<file path="src/rtl/sr_seq_pkg.sv">
package sr_seq_pkg;
  typedef enum logic [2:0] {
    ST_ARMED,
    ST_DEBOUNCE,
    ST_REQUEST,
    ST_CONDUCT,
    ST_HOLDOFF
  } seq_state_t;
endpackage

</file>
<file path="src/rtl/sr_debounce.sv">
module sr_debounce #(
  parameter int DEB_CYC = 13
) (
  input  logic clk,
  input  logic rst_n,
  input  logic start_i,
  input  logic run_i,
  input  logic level_i,
  output logic done_o
);
  localparam int DW = $clog2(DEB_CYC + 1);

  logic [DW-1:0] cnt_q;
  logic [DW-1:0] cnt_d;
  logic          cnt_en;

  always_comb begin
    cnt_en = start_i | (run_i & level_i);
    cnt_d  = start_i ? DW'(1) : cnt_q + DW'(1);
    done_o = run_i & level_i & (cnt_q == DW'(DEB_CYC - 1));
  end

  always_ff @(posedge clk or negedge rst_n) begin
    if (!rst_n) begin
      cnt_q <= '0;
    end else if (cnt_en) begin
      cnt_q <= cnt_d;
    end
  end

  // a completed debounce needs the level seen on the previous edge too
  AST_DEB_LEVEL_HELD: assert property (@(posedge clk) disable iff (!rst_n)
    done_o |-> $past(level_i));
endmodule

</file>
<file path="src/rtl/sr_cond_timer.sv">
module sr_cond_timer #(
  parameter int CNT_W      = 10,
  parameter int DEF_MIN_ON = 8
) (
  input  logic clk,
  input  logic rst_n,
  input  logic active_i,
  input  logic stop_i,
  output logic blank_o
);
  localparam logic [CNT_W-1:0] LEN_MAX = {CNT_W{1'b1}};

  logic [CNT_W-1:0] len_q;
  logic [CNT_W-1:0] len_d;
  logic [CNT_W-1:0] len_inc;
  logic             len_en;
  logic [CNT_W-1:0] prev_q;
  logic             prev_vld_q;
  logic [CNT_W-1:0] half;

  always_comb begin
    len_inc = (len_q == LEN_MAX) ? LEN_MAX : len_q + 1'b1;
    len_en  = active_i | (len_q != '0);
    len_d   = (active_i && !stop_i) ? len_inc : '0;
    half    = prev_vld_q ? (prev_q >> 1) : CNT_W'(DEF_MIN_ON);
    blank_o = active_i && (len_q < half);
  end

  always_ff @(posedge clk or negedge rst_n) begin
    if (!rst_n) begin
      len_q <= '0;
    end else if (len_en) begin
      len_q <= len_d;
    end
  end

  always_ff @(posedge clk or negedge rst_n) begin
    if (!rst_n) begin
      prev_q     <= '0;
      prev_vld_q <= 1'b0;
    end else if (stop_i) begin
      prev_q     <= len_inc;
      prev_vld_q <= 1'b1;
    end
  end

  AST_LEN_SATURATES: assert property (@(posedge clk) disable iff (!rst_n)
    (active_i && !stop_i && len_q == LEN_MAX) |=> (len_q == LEN_MAX));
endmodule

</file>
<file path="src/rtl/sr_seq_fsm.sv">
module sr_seq_fsm
  import sr_seq_pkg::*;
(
  input  logic       clk,
  input  logic       rst_n,
  input  logic       below_on_i,
  input  logic       above_off_i,
  input  logic       above_zero_i,
  input  logic       permit_i,
  input  logic       deb_done_i,
  input  logic       blank_i,
  output seq_state_t state_o,
  output logic       deb_start_o,
  output logic       deb_run_o,
  output logic       cond_active_o,
  output logic       cond_stop_o
);
  seq_state_t state_q;
  seq_state_t state_d;

  always_comb begin
    deb_start_o   = (state_q == ST_ARMED) && below_on_i;
    deb_run_o     = (state_q == ST_DEBOUNCE);
    cond_active_o = (state_q == ST_CONDUCT);
    cond_stop_o   = cond_active_o && (above_zero_i || (above_off_i && !blank_i));
    state_d       = state_q;
    case (state_q)
      ST_ARMED:    if (below_on_i) state_d = ST_DEBOUNCE;
      ST_DEBOUNCE: begin
        if (!below_on_i)     state_d = ST_ARMED;
        else if (deb_done_i) state_d = ST_REQUEST;
      end
      ST_REQUEST: begin
        if (!below_on_i)   state_d = ST_ARMED;
        else if (permit_i) state_d = ST_CONDUCT;
      end
      ST_CONDUCT:  if (cond_stop_o) state_d = ST_HOLDOFF;
      ST_HOLDOFF:  if (above_zero_i) state_d = ST_ARMED;
      default:     state_d = ST_ARMED;
    endcase
  end

  always_ff @(posedge clk or negedge rst_n) begin
    if (!rst_n) begin
      state_q <= ST_ARMED;
    end else begin
      state_q <= state_d;
    end
  end

  assign state_o = state_q;

  AST_HOLDOFF_STAYS: assert property (@(posedge clk) disable iff (!rst_n)
    (state_q == ST_HOLDOFF && !above_zero_i) |=> (state_q == ST_HOLDOFF));
endmodule

</file>
<file path="src/rtl/sr_gate_sequencer.sv">
module sr_gate_sequencer
  import sr_seq_pkg::*;
#(
  parameter int DEB_CYC    = 13,
  parameter int CNT_W      = 10,
  parameter int DEF_MIN_ON = 8
) (
  input  logic clk,
  input  logic rst_n,
  input  logic vds_below_on_i,
  input  logic vds_above_off_i,
  input  logic vds_above_zero_i,
  input  logic permit_i,
  output logic on_req_o,
  output logic gate_o
);
  seq_state_t state;
  logic       deb_start;
  logic       deb_run;
  logic       deb_done;
  logic       cond_active;
  logic       cond_stop;
  logic       blank;

  sr_debounce #(.DEB_CYC(DEB_CYC)) i_debounce (
    .clk     (clk),
    .rst_n   (rst_n),
    .start_i (deb_start),
    .run_i   (deb_run),
    .level_i (vds_below_on_i),
    .done_o  (deb_done)
  );

  sr_cond_timer #(.CNT_W(CNT_W), .DEF_MIN_ON(DEF_MIN_ON)) i_cond_timer (
    .clk      (clk),
    .rst_n    (rst_n),
    .active_i (cond_active),
    .stop_i   (cond_stop),
    .blank_o  (blank)
  );

  sr_seq_fsm i_fsm (
    .clk           (clk),
    .rst_n         (rst_n),
    .below_on_i    (vds_below_on_i),
    .above_off_i   (vds_above_off_i),
    .above_zero_i  (vds_above_zero_i),
    .permit_i      (permit_i),
    .deb_done_i    (deb_done),
    .blank_i       (blank),
    .state_o       (state),
    .deb_start_o   (deb_start),
    .deb_run_o     (deb_run),
    .cond_active_o (cond_active),
    .cond_stop_o   (cond_stop)
  );

  always_comb begin
    on_req_o = (state == ST_REQUEST);
    gate_o   = (state == ST_CONDUCT);
  end

  AST_REQ_AFTER_LEVEL: assert property (@(posedge clk) disable iff (!rst_n)
    $rose(on_req_o) |-> $past(vds_below_on_i));
  AST_GATE_NEEDS_PERMIT: assert property (@(posedge clk) disable iff (!rst_n)
    $rose(gate_o) |-> $past(on_req_o && permit_i));
  AST_ZERO_CUTS_GATE: assert property (@(posedge clk) disable iff (!rst_n)
    (gate_o && vds_above_zero_i) |=> !gate_o);
  AST_MASK_HOLDS_GATE: assert property (@(posedge clk) disable iff (!rst_n)
    (gate_o && blank && !vds_above_zero_i) |=> gate_o);
  AST_LATE_OFF_CUTS: assert property (@(posedge clk) disable iff (!rst_n)
    (gate_o && !blank && vds_above_off_i) |=> !gate_o);
endmodule

</file>
<file path="config.mk">
export PLATFORM = sky130hd
export DESIGN_NAME = sr_gate_sequencer
export DESIGN_NICKNAME = d
export VERILOG_FILES = /design/src/rtl/sr_seq_pkg.sv /design/src/rtl/sr_debounce.sv /design/src/rtl/sr_cond_timer.sv /design/src/rtl/sr_seq_fsm.sv /design/src/rtl/sr_gate_sequencer.sv
export SDC_FILE = /design/constraint.sdc
export NUM_CORES = 1
export LEC_CHECK = 0
export BUFFER_PORTS_ARGS = -buffer_cell sky130_fd_sc_hd__clkbuf_2
export CORE_ASPECT_RATIO = 0.6
export CORE_MARGIN = 2
export CORE_UTILIZATION = 55
export CTS_BUF_LIST = sky130_fd_sc_hd__clkbuf_16
export DETAILED_ROUTE_END_ITERATION = 10
export GPL_ROUTABILITY_DRIVEN = 0
export PLACE_DENSITY = 0.79
export SLEW_MARGIN = 10
export SYNTH_ARGS = -nofsm -noshare
export SYNTH_HDL_FRONTEND = slang
export SYNTH_HIERARCHICAL = 1
export SYNTH_SLANG_ARGS = --single-unit
</file>
<file path="constraint.sdc">
create_clock -name clk -period 4.4 [get_ports clk]
set_input_delay 0.44 -clock clk [delete_from_list [all_inputs] [get_ports clk]]
set_output_delay 0.44 -clock clk [all_outputs]
set_load 0.02 [all_outputs]
</file>
==> impl_metrics.json <==
{
  "setup_viol": 0,
  "clock_skew_ns": 0.003657,
  "die_x_um": 78.02,
  "cts-hold-fix-buffers": 0,
  "n_fill_cell": 263,
  "rsz0062_at_grt": "no",
  "first_iter_violations": 136,
  "cts_htree_levels": 1,
  "grt_max_degree": 28,
  "r2r_slack_ns": 1.12,
  "status": "finished, final reports clean",
  "end_kind": "flop",
  "max_slew.worst_pin.slew_ns": 1.039,
  "antenna_found_initial": 0,
  "syn_avg_cell_area_um2": 9.826,
  "hold_slack_ns": 0.1975,
  "finalMaxSlewViolations": 0,
  "area_delta_synth_final_pct": 4.775,
  "dieArea_mm2": 0.003777,
  "nets": 204,
  "num_io_pins": 8,
  "layout_common_cells": "dfrtp_1, nand2_1, nor2_1, ha_1, a31oi_1",
  "grt_pass1_vias": 1295,
  "ys_ff_latch": 27,
  "coreArea_mm2": 0.003203,
  "ys_seq_area_frac": 0.3737,
  "post_cts.repair.setup_buffers": 0,
  "drive_above_1_share": 0.1622,
  "crit_required_ns": 4.55,
  "io_buffers": 7,
  "cts_resized": 0,
  "relSlewSlack": 0.3050,
  "peakVddDrop_v": 0.0002149,
  "cp_max_fo": 17,
  "async_flop_share": 1.000,
  "cts_tree": "yes",
  "leakage_nw": 0.8479,
  "hpwl_um": 2731,
  "viasPerCell": 6.113,
  "final_common_cell": "dfrtp_1",
  "synth-edff-count": 0,
  "clockBufferDepth": 2,
  "startpoint_type": "flop",
  "grt_first_pass_wirelength_um": 5947,
  "worstSetupPathType": "flop to flop",
  "finalPower_uw": 582.8,
  "max-cap-violations": 0,
  "syn_area_mm2": 0.001808,
  "cts_root_buffer": "clkbuf_16",
  "clkTransAtPathRegs_ns": 0.06,
  "grt_usage": 0.1989,
  "hold_viol_final": 0,
  "wl_um": 3580,
  "drt.antenna.violating_nets": 0,
  "cts_made_buffers": 3,
  "start_util": 0.5645,
  "post-route-period-util": 0.7455,
  "synth_cell_types": 56,
  "synth_nets": 202,
  "num_rows": 16,
  "cp.arrival_ns": 3.43,
  "yosys_most_used_dff": "dfrtp_1",
  "fin_tns_setup_ns": 0,
  "vias": 1406,
  "clock_latency_ns": 0.26,
  "drt_first_pass_iters": 4,
  "fmax_mhz": 304.9,
  "finalCriticalPeriod_ns": 3.280,
  "drc": 0,
  "min_path_type": "input port to async pin",
  "wl_per_cell_um": 15.57,
  "power.density_mw_per_mm2": 307.6,
  "diodes": 0,
  "grt.overflow.total": 0,
  "syn_inst": 184,
  "ys_warn_count": 6,
  "cts_sinks": 27,
  "die_h_um": 48.41
}
area by class of cell:
type	count	area (um2)	share of cell area
Multi-Input combinational cell	139	1015	0.5357
Sequential cell	27	675.6	0.3567
Clock buffer	3	75.07	0.03963
Tap cell	45	56.30	0.02972
Timing Repair Buffer	7	35.03	0.01849
Inverter	8	30.03	0.01585
Clock inverter	1	7.507	0.003963
final timing paths:
path,from,end,depth (start not counted)
setup reg to reg,i_cond_timer/prev_vld_q$_DFFE_PN0P_,i_cond_timer/len_q[8]$_DFFE_PN0P_,11
setup / recovery,i_cond_timer/prev_vld_q$_DFFE_PN0P_,i_cond_timer/len_q[8]$_DFFE_PN0P_,11
max in group asynchronous,rst_n,i_cond_timer/len_q[7]$_DFFE_PN0P_,1
hold / removal,rst_n,i_debounce/cnt_q[0]$_DFFE_PN0P_,1
min in group clk,vds_above_zero_i,i_fsm/state_o[2]$_DFFE_PN0P_,3
hold reg to reg,i_cond_timer/prev_q[2]$_DFFE_PN0P_,i_cond_timer/prev_q[2]$_DFFE_PN0P_,2
registers in the layout, summed over array words and instances, names as in the netlist:
signal / flops
i_cond_timer/prev_q: 9
i_cond_timer/prev_vld_q: 1
i_fsm/state_o: 3
i_cond_timer/len_q: 10
i_debounce/cnt_q: 4
stage by stage:
step / instance area, um2 / instances / util / setup slack, ns
after CTS: 1894 / 230 / 0.5914 / 1.191
final: 1894 / 230 / 0.5914 / 1.120
after global routing: 1894 / 230 / 0.5914 / 0.8798
after floorplan: 1808 / 184 / - / 2.206
after global placement: 1812 / 226 / 0.5656 / 1.474
after detailed placement: 1812 / 226 / 0.5656 / 1.256
synthesized netlist by cell type (all sizes together), types with 2 or more instances:
master	count	area, um2
dfrtp	27	675.7
nand2	15	56.30
nor2	13	48.80
ha	12	150.1
a31oi	10	62.56
a21oi	9	45.04
nand3	9	67.57
inv	8	30.03
buf	7	65.05
o21ai	7	38.79
and4	5	45.04
and3	4	28.78
nor2b	4	25.02
xor2	4	35.03
a211oi	3	22.52
and3b	3	26.28
clkbuf	3	22.51
nand4	3	18.77
nand4b	3	26.28
nor3	3	15.01
nor3b	3	27.52
o31ai	3	22.52
and2	2	15.01
nand2b	2	12.51
nand3b	2	27.53
or2b	2	16.27
or3	2	12.51
logic make-up after synthesis:
logic type | count (synthesis) | share of synthesized area
adder cells (fa/ha/maj) | 12 | 0.08304
AO/OA/AOI/OAI | 41 | 0.1613
buffers and inverters | 18 | 0.06504
XOR/XNOR | 5 | 0.02422
multiplexers | 1 | 0.008302
flip-flops | 27 | 0.3737
AND/OR/NAND/NOR | 80 | 0.2844
critical path, cell delays in order, from the launching register on:
cell and delay, ns:
dfrtp_1 0.48, nand2_1 0.10, ha_1 0.31, nand4b_1 0.14
nor2_1 0.15, a211oi_1 0.08, nor2b_1 0.19, nor2_1 0.09
nor2_1 0.79, inv_1 0.25, nand2_1 0.37, and3b_1 0.23
metal layers:
layer	wire, um	vias up	track usage
li1	-	683	-
met1	1830	667	0.2943
met2	1502	50	0.2859
met3	211	6	0.05784
met4	36	0	0.05556
met5	0	-	0
power breakdown:
part | internal [mW] | switching (mW) | leakage [nW]
Sequential | 0.270 | 0.0264 | 0.340
Clock | 0.123 | 0.0795 | 0.0371
Combinational | 0.0386 | 0.0445 | 0.471
Total | 0.432 | 0.150 | 0.848
(Power assumes the default switching activity.)
